### config.mk
export PLATFORM = sky130hd
export DESIGN_NAME = bitstream_rx
export DESIGN_NICKNAME = d
export VERILOG_FILES = /design/src/rtl/bitstream_rx_pkg.sv /design/src/rtl/rx_edge_sync.sv /design/src/rtl/rx_byte_packer.sv /design/src/rtl/rx_byte_fifo.sv /design/src/rtl/rx_req_fsm.sv /design/src/rtl/bitstream_rx.sv
export SDC_FILE = /design/constraint.sdc
export NUM_CORES = 1
export LEC_CHECK = 0
export ABC_AREA = 1
export BUFFER_PORTS_ARGS = -buffer_cell sky130_fd_sc_hd__buf_2
export CAP_MARGIN = 20
export CORE_AREA = 2 2 125 127
export CTS_BUF_LIST = sky130_fd_sc_hd__clkbuf_4 sky130_fd_sc_hd__clkbuf_8
export DETAILED_ROUTE_END_ITERATION = 10
export DIE_AREA = 0 0 127 129
export GPL_TIMING_DRIVEN = 1
export PLACE_DENSITY = 0.67
export SLEW_MARGIN = 10
export SYNTH_ARGS = -nofsm -noshare
export SYNTH_HDL_FRONTEND = slang
export SYNTH_SLANG_ARGS = --single-unit
export TNS_END_PERCENT = 30
### constraint.sdc
create_clock -name clk -period 2.3 [get_ports clk]
set_input_delay 0.575 -clock clk [delete_from_list [all_inputs] [get_ports clk]]
set_output_delay 0.575 -clock clk [all_outputs]
set_load 0.03 [all_outputs]
### src/rtl/bitstream_rx_pkg.sv
package bitstream_rx_pkg;
    typedef enum logic {
        REQ_OPEN = 1'b0,
        REQ_HOLD = 1'b1
    } req_state_t;
endpackage

### src/rtl/rx_edge_sync.sv
module rx_edge_sync (
    input  logic clk,
    input  logic rst_n,
    input  logic ser_clk,
    input  logic ser_dat,
    input  logic bit_gate,
    input  logic cfg_fall_edge,
    output logic bit_stb,
    output logic bit_val
);
    logic [1:0] clk_sy, dat_sy, gate_sy;
    logic       clk_last;
    logic       rise_ev, fall_ev;

    always_ff @(posedge clk or negedge rst_n) begin
        if (!rst_n) begin
            clk_sy   <= '0;
            dat_sy   <= '0;
            gate_sy  <= '0;
            clk_last <= 1'b0;
        end else begin
            clk_sy   <= {clk_sy[0], ser_clk};
            dat_sy   <= {dat_sy[0], ser_dat};
            gate_sy  <= {gate_sy[0], bit_gate};
            clk_last <= clk_sy[1];
        end
    end

    assign rise_ev = clk_sy[1] & ~clk_last;
    assign fall_ev = ~clk_sy[1] & clk_last;
    assign bit_stb = (cfg_fall_edge ? fall_ev : rise_ev) & gate_sy[1];
    assign bit_val = dat_sy[1];
endmodule

### src/rtl/rx_byte_packer.sv
module rx_byte_packer #(
    parameter int BYTE_W = 8
) (
    input  logic              clk,
    input  logic              rst_n,
    input  logic              bit_stb,
    input  logic              bit_val,
    output logic              byte_push,
    output logic [BYTE_W-1:0] byte_data
);
    localparam int CW = $clog2(BYTE_W);

    logic [BYTE_W-2:0] shreg;
    logic [CW-1:0]     bit_cnt;

    always_ff @(posedge clk or negedge rst_n) begin
        if (!rst_n) begin
            shreg     <= '0;
            bit_cnt   <= '0;
            byte_push <= 1'b0;
            byte_data <= '0;
        end else begin
            byte_push <= 1'b0;
            if (bit_stb) begin
                if (bit_cnt == CW'(BYTE_W - 1)) begin
                    byte_data <= {shreg, bit_val};
                    byte_push <= 1'b1;
                    bit_cnt   <= '0;
                end else begin
                    bit_cnt <= bit_cnt + 1'b1;
                end
                shreg <= {shreg[BYTE_W-3:0], bit_val};
            end
        end
    end

    AST_PUSH_NEEDS_BIT: assert property (@(posedge clk) disable iff (!rst_n)
        byte_push |-> $past(bit_stb));
endmodule

### src/rtl/rx_byte_fifo.sv
module rx_byte_fifo #(
    parameter int AW     = 4,
    parameter int BYTE_W = 8
) (
    input  logic              clk,
    input  logic              rst_n,
    input  logic              push,
    input  logic [BYTE_W-1:0] push_data,
    input  logic              pop,
    output logic [BYTE_W-1:0] head,
    output logic              not_empty,
    output logic [AW:0]       fill
);
    localparam int DEPTH = 1 << AW;

    logic [BYTE_W-1:0] mem [DEPTH];
    logic [AW-1:0]     wptr, rptr;
    logic              do_push, do_pop;

    assign do_push = push && (fill != (AW+1)'(DEPTH));
    assign do_pop  = pop && (fill != '0);

    always_ff @(posedge clk) begin
        if (do_push) mem[wptr] <= push_data;
    end

    always_ff @(posedge clk or negedge rst_n) begin
        if (!rst_n) begin
            wptr <= '0;
            rptr <= '0;
            fill <= '0;
        end else begin
            if (do_push) wptr <= wptr + 1'b1;
            if (do_pop)  rptr <= rptr + 1'b1;
            fill <= fill + (AW+1)'(do_push) - (AW+1)'(do_pop);
        end
    end

    assign head      = mem[rptr];
    assign not_empty = (fill != '0);

    AST_NO_OVERFLOW: assert property (@(posedge clk) disable iff (!rst_n)
        fill <= (AW+1)'(DEPTH));
    AST_POP_SHRINKS: assert property (@(posedge clk) disable iff (!rst_n)
        (pop && !push && fill != '0) |=> fill == (AW+1)'($past(fill) - 1'b1));
endmodule

### src/rtl/rx_req_fsm.sv
module rx_req_fsm
    import bitstream_rx_pkg::*;
#(
    parameter int AW = 4
) (
    input  logic        clk,
    input  logic        rst_n,
    input  logic [AW:0] fill,
    input  logic        cfg_req_inv,
    output logic        data_req
);
    localparam int DEPTH = 1 << AW;
    localparam int HIGH  = DEPTH - 4;
    localparam int LOW   = DEPTH / 2;

    req_state_t state, state_nx;
    logic       fill_hits_high, fill_below_low;

    assign fill_hits_high = fill >= (AW+1)'(HIGH);
    assign fill_below_low = fill <  (AW+1)'(LOW);

    always_comb begin
        state_nx = state;
        unique case (state)
            REQ_OPEN: if (fill_hits_high) state_nx = REQ_HOLD;
            REQ_HOLD: if (fill_below_low) state_nx = REQ_OPEN;
        endcase
    end

    always_ff @(posedge clk or negedge rst_n) begin
        if (!rst_n) state <= REQ_OPEN;
        else        state <= state_nx;
    end

    always_comb begin
        unique case (state)
            REQ_OPEN: data_req = ~cfg_req_inv;
            REQ_HOLD: data_req = cfg_req_inv;
        endcase
    end

    AST_HOLD_AT_HIGH: assert property (@(posedge clk) disable iff (!rst_n)
        fill_hits_high |=> state == REQ_HOLD);
    AST_HYSTERESIS: assert property (@(posedge clk) disable iff (!rst_n)
        (state == REQ_HOLD && !fill_below_low) |=> state == REQ_HOLD);
endmodule

### src/rtl/bitstream_rx.sv
module bitstream_rx #(
    parameter int FIFO_AW = 4,
    parameter int BYTE_W  = 8
) (
    input  logic              clk,
    input  logic              rst_n,
    input  logic              ser_clk,
    input  logic              ser_dat,
    input  logic              bit_gate,
    input  logic              cfg_fall_edge,
    input  logic              cfg_req_inv,
    input  logic              rd_en,
    output logic [BYTE_W-1:0] rd_data,
    output logic              rd_valid,
    output logic              data_req
);
    logic              bit_stb, bit_val;
    logic              byte_push;
    logic [BYTE_W-1:0] byte_data;
    logic [FIFO_AW:0]  fill;

    rx_edge_sync u_sync (
        .clk(clk), .rst_n(rst_n), .ser_clk(ser_clk), .ser_dat(ser_dat),
        .bit_gate(bit_gate), .cfg_fall_edge(cfg_fall_edge),
        .bit_stb(bit_stb), .bit_val(bit_val)
    );

    rx_byte_packer #(.BYTE_W(BYTE_W)) u_pack (
        .clk(clk), .rst_n(rst_n), .bit_stb(bit_stb), .bit_val(bit_val),
        .byte_push(byte_push), .byte_data(byte_data)
    );

    rx_byte_fifo #(.AW(FIFO_AW), .BYTE_W(BYTE_W)) u_fifo (
        .clk(clk), .rst_n(rst_n), .push(byte_push), .push_data(byte_data),
        .pop(rd_en), .head(rd_data), .not_empty(rd_valid), .fill(fill)
    );

    rx_req_fsm #(.AW(FIFO_AW)) u_req (
        .clk(clk), .rst_n(rst_n), .fill(fill), .cfg_req_inv(cfg_req_inv),
        .data_req(data_req)
    );

    AST_RESET_EMPTY: assert property (@(posedge clk) disable iff (!rst_n)
        $rose(rd_valid) |-> $past(fill) == '0);
endmodule

==> qor.txt <==
Remaining DRCs -> 0
post-synth top area share -> 52.8%
final core occ -> 57.0%
vias per inst -> 5.18
Synth area leader -> edfxtp_1
outcome -> finished with violations
Comb power frac -> 43.0%
total grt overflow -> 0
clock power share -> 20.2%
DR pass1 iterations -> 5
Setup Crit Path Kind -> reg -> out
final setup fails -> 8
flop and latch count out of synthesis -> 168
f_max -> 0.399 GHz
top post-synthesis cells by area -> edfxtp_1 (53%), dfrtp_1 (14%), nand2_1 (13%), nand3_1 (4.2%), inv_1 (3.7%)
Syn Nets -> 734
Initial Util -> 48.6%
clk root buf -> clkbuf_8
Net Sw Power -> 0.00386 W
Worst-Skew Late Latency -> 0.48 ns
WL per Instance -> 17.2 um
unrepaired setup endpoints after global routing -> true
fin cells -> 947
Cell Rows -> 45
Num CTS Buffers -> 17
# placed instances -> 898
VDD IR-drop max -> 650 uV
Sw Ratio -> 37.8%
Mapped Area -> 0.00728 mm^2
Clock Path Buffers -> 2
antenna violations before repair -> 0
H-tree depth -> 4
# diodes -> 0
final WL -> 16200 um
Final Max Slew Viols -> 0
Place WS -> 0.107 ns
clk slew on worst S/H paths -> 0.09 ns
Seq/Total Area, Yosys -> 66.6%
most common cell after layout, fill and taps aside -> nand2_1
largest net degree at the start of global routing -> 50
Slew @ Worst Pin -> 0.787 ns
Static Leak -> 3.71 nW
RD Place Congestion -> 0.781
total power draw -> 0.0102 W
worst rel slew slack -> 47.3%
first-pass GRT wire length -> 24400 um
number of global-route vias before repair -> 4833
Total GRT Usage -> 20.0%
CTS tree -> built
critical path arrival -> 1.93 ns
IO Pins -> 18
Chip Height -> 129 um
Synth Warn # -> 0
Final WS setup -> -0.205 ns
core area -> 0.0150 mm^2
area grow syn2layout -> 17.2%
total of max-cap violations -> 0
endpoint class of the critical path -> output port
# fillers -> 1249
final worst path period need -> 2.50 ns
worst-path fanout max -> 12
die width -> 127 um
Clock Skew -> 0.0139 ns
final hold viol count -> 0
clock sink total -> 168
syn_area_per_cell -> 10.3 um^2
layout cell share with drive strength beyond 1 -> 19.8%
DRT iter0 DRCs -> 410
most frequent cells in the layout -> nand2_1 (235), edfxtp_1 (128), inv_1 (67)
Int Power -> 0.00636 W
Distinct cells, synth -> 26
IO Port Bufs -> 17
area of the multi-input gates -> 0.00220 mm^2
die area -> 0.0164 mm^2
violated checks -> setup timing
cts hold-fix bufs -> 0
sequential power share -> 36.7%
critical path startpoint category -> flop
antenna viol nets, final -> 0
nets -> 771
HPWL after DPL -> 9490 um
crit share post-route -> 109%
Via Count -> 4907
power per standard cell area -> 1200 mW/mm^2
HP Class -> in -> async
CP required -> 1.73 ns
Synth Instances -> 709
storage element area -> 0.00485 mm^2
## path summary, 6_finish.rpt
check                      cells past startpoint              start                end  slack (ns)
min in group clk                               1            ser_dat   u_sync.dat_sy[0]        0.20
max                                            8     u_fifo.rptr[0]         rd_data[1]       -0.20
max in group asynchronous                      2              rst_n  u_pack.bit_cnt[2]        1.57
min                                            1              rst_n     u_fifo.rptr[2]        0.12
min reg2reg                                    0  u_sync.gate_sy[0]  u_sync.gate_sy[1]        0.35
max reg2reg                                   14     u_fifo.fill[3]     u_fifo.fill[4]        0.13
## cells in the mapped netlist
library cell and n:
nand3_1 61, or2_2 1, clkinv_1 1, o21ai_1 2, buf_4 5, nand2_1 261
ha_1 16, nand3b_1 1, buf_6 2, inv_2 4, buf_2 14, nor2_1 66
edfxtp_1 128, xnor2_1 4, clkbuf_1 5, a32oi_1 1, inv_1 71, o21ai_4 1
nand3_2 1, nor2_4 1, dfrtp_1 40, xor2_1 5, nand4_1 10, nand2_2 1
o21ai_0 6, fa_1 1
## registers in the layout (all words and copies together), names as in the netlist, 2 cells and up
name              count
u_fifo.fill           5
u_sync.gate_sy        2
u_sync.dat_sy         2
u_fifo.mem          128
u_fifo.wptr           4
u_pack.byte_data      8
u_pack.shreg          7
u_sync.clk_sy         2
u_pack.bit_cnt        3
u_fifo.rptr           4
## layout make-up
| type | instances | area share [%] |
|---|---|---|
| clock buffers | 22 | 3.33 |
| clock inverters | 10 | 1.22 |
| inverters | 76 | 3.43 |
| multi-input cells | 439 | 25.8 |
| flip-flops and latches | 168 | 56.8 |
| well taps | 188 | 2.76 |
| repair buffers | 44 | 6.66 |
## stage by stage
step           hold WS [ns]  setup TNS, ns  cell area (um^2)
5_1_grt               0.139          -1.96              8530
2_1_floorplan         0.279         -0.241              7310
3_3_place_gp          0.333              0              7580
4_1_cts               0.120          -1.03              8180
3_5_place_dp          0.336              0              7580
6_report              0.118          -1.35              8530
## timing repair
item	in CTS	in global routing
gates cloned	2	7
setup buffers	3	5
pin swaps	3	29
endpoints found under the setup margin	8	47
resized for setup	36	46
## critical path: stages, from the launching register on
cell       delay, ns
dfrtp_2         0.47
buf_6           0.16
clkbuf_16       0.17
nor2_1          0.12
nor2_1          0.06
nor2_1          0.19
nand2_2         0.09
nand2_2         0.08
buf_6           0.12
## kinds of logic (layout without fill, tap and decap cells)
family | count (synthesis) | count (layout) | synth area share (%)
adders and majority gates | 17 | 17 | 3.03
AOI/OAI and AO/OA | 10 | 10 | 0.894
and+or+nand+nor | 403 | 403 | 22.5
DFF | 168 | 168 | 66.6
buffers and inverters | 102 | 152 | 5.96
xor gates and xnor gates | 9 | 9 | 1.08
## layer usage
layer	track usage [%]	vias up	share of wire [%]	wire, um
met1	24.6	2370	43	6990
met4	8.66	0	2.2	362
li1	-	2364	-	-
met2	33.7	144	49	8030
met5	0	-	0	0
met3	5.07	29	5.3	857
## power by group through the flow
stage | logic, W | clock network (W) | registers (W)
floorplan | 0.00235 | 0 | 0.00368
global placement | 0.00308 | 0 | 0.00380
detailed placement | 0.00311 | 0 | 0.00382
CTS | 0.00365 | 0.00210 | 0.00375
global route | 0.00477 | 0.00222 | 0.00378
finish | 0.00440 | 0.00207 | 0.00375
No activity file was read; power rests on OpenSTA's default activity.
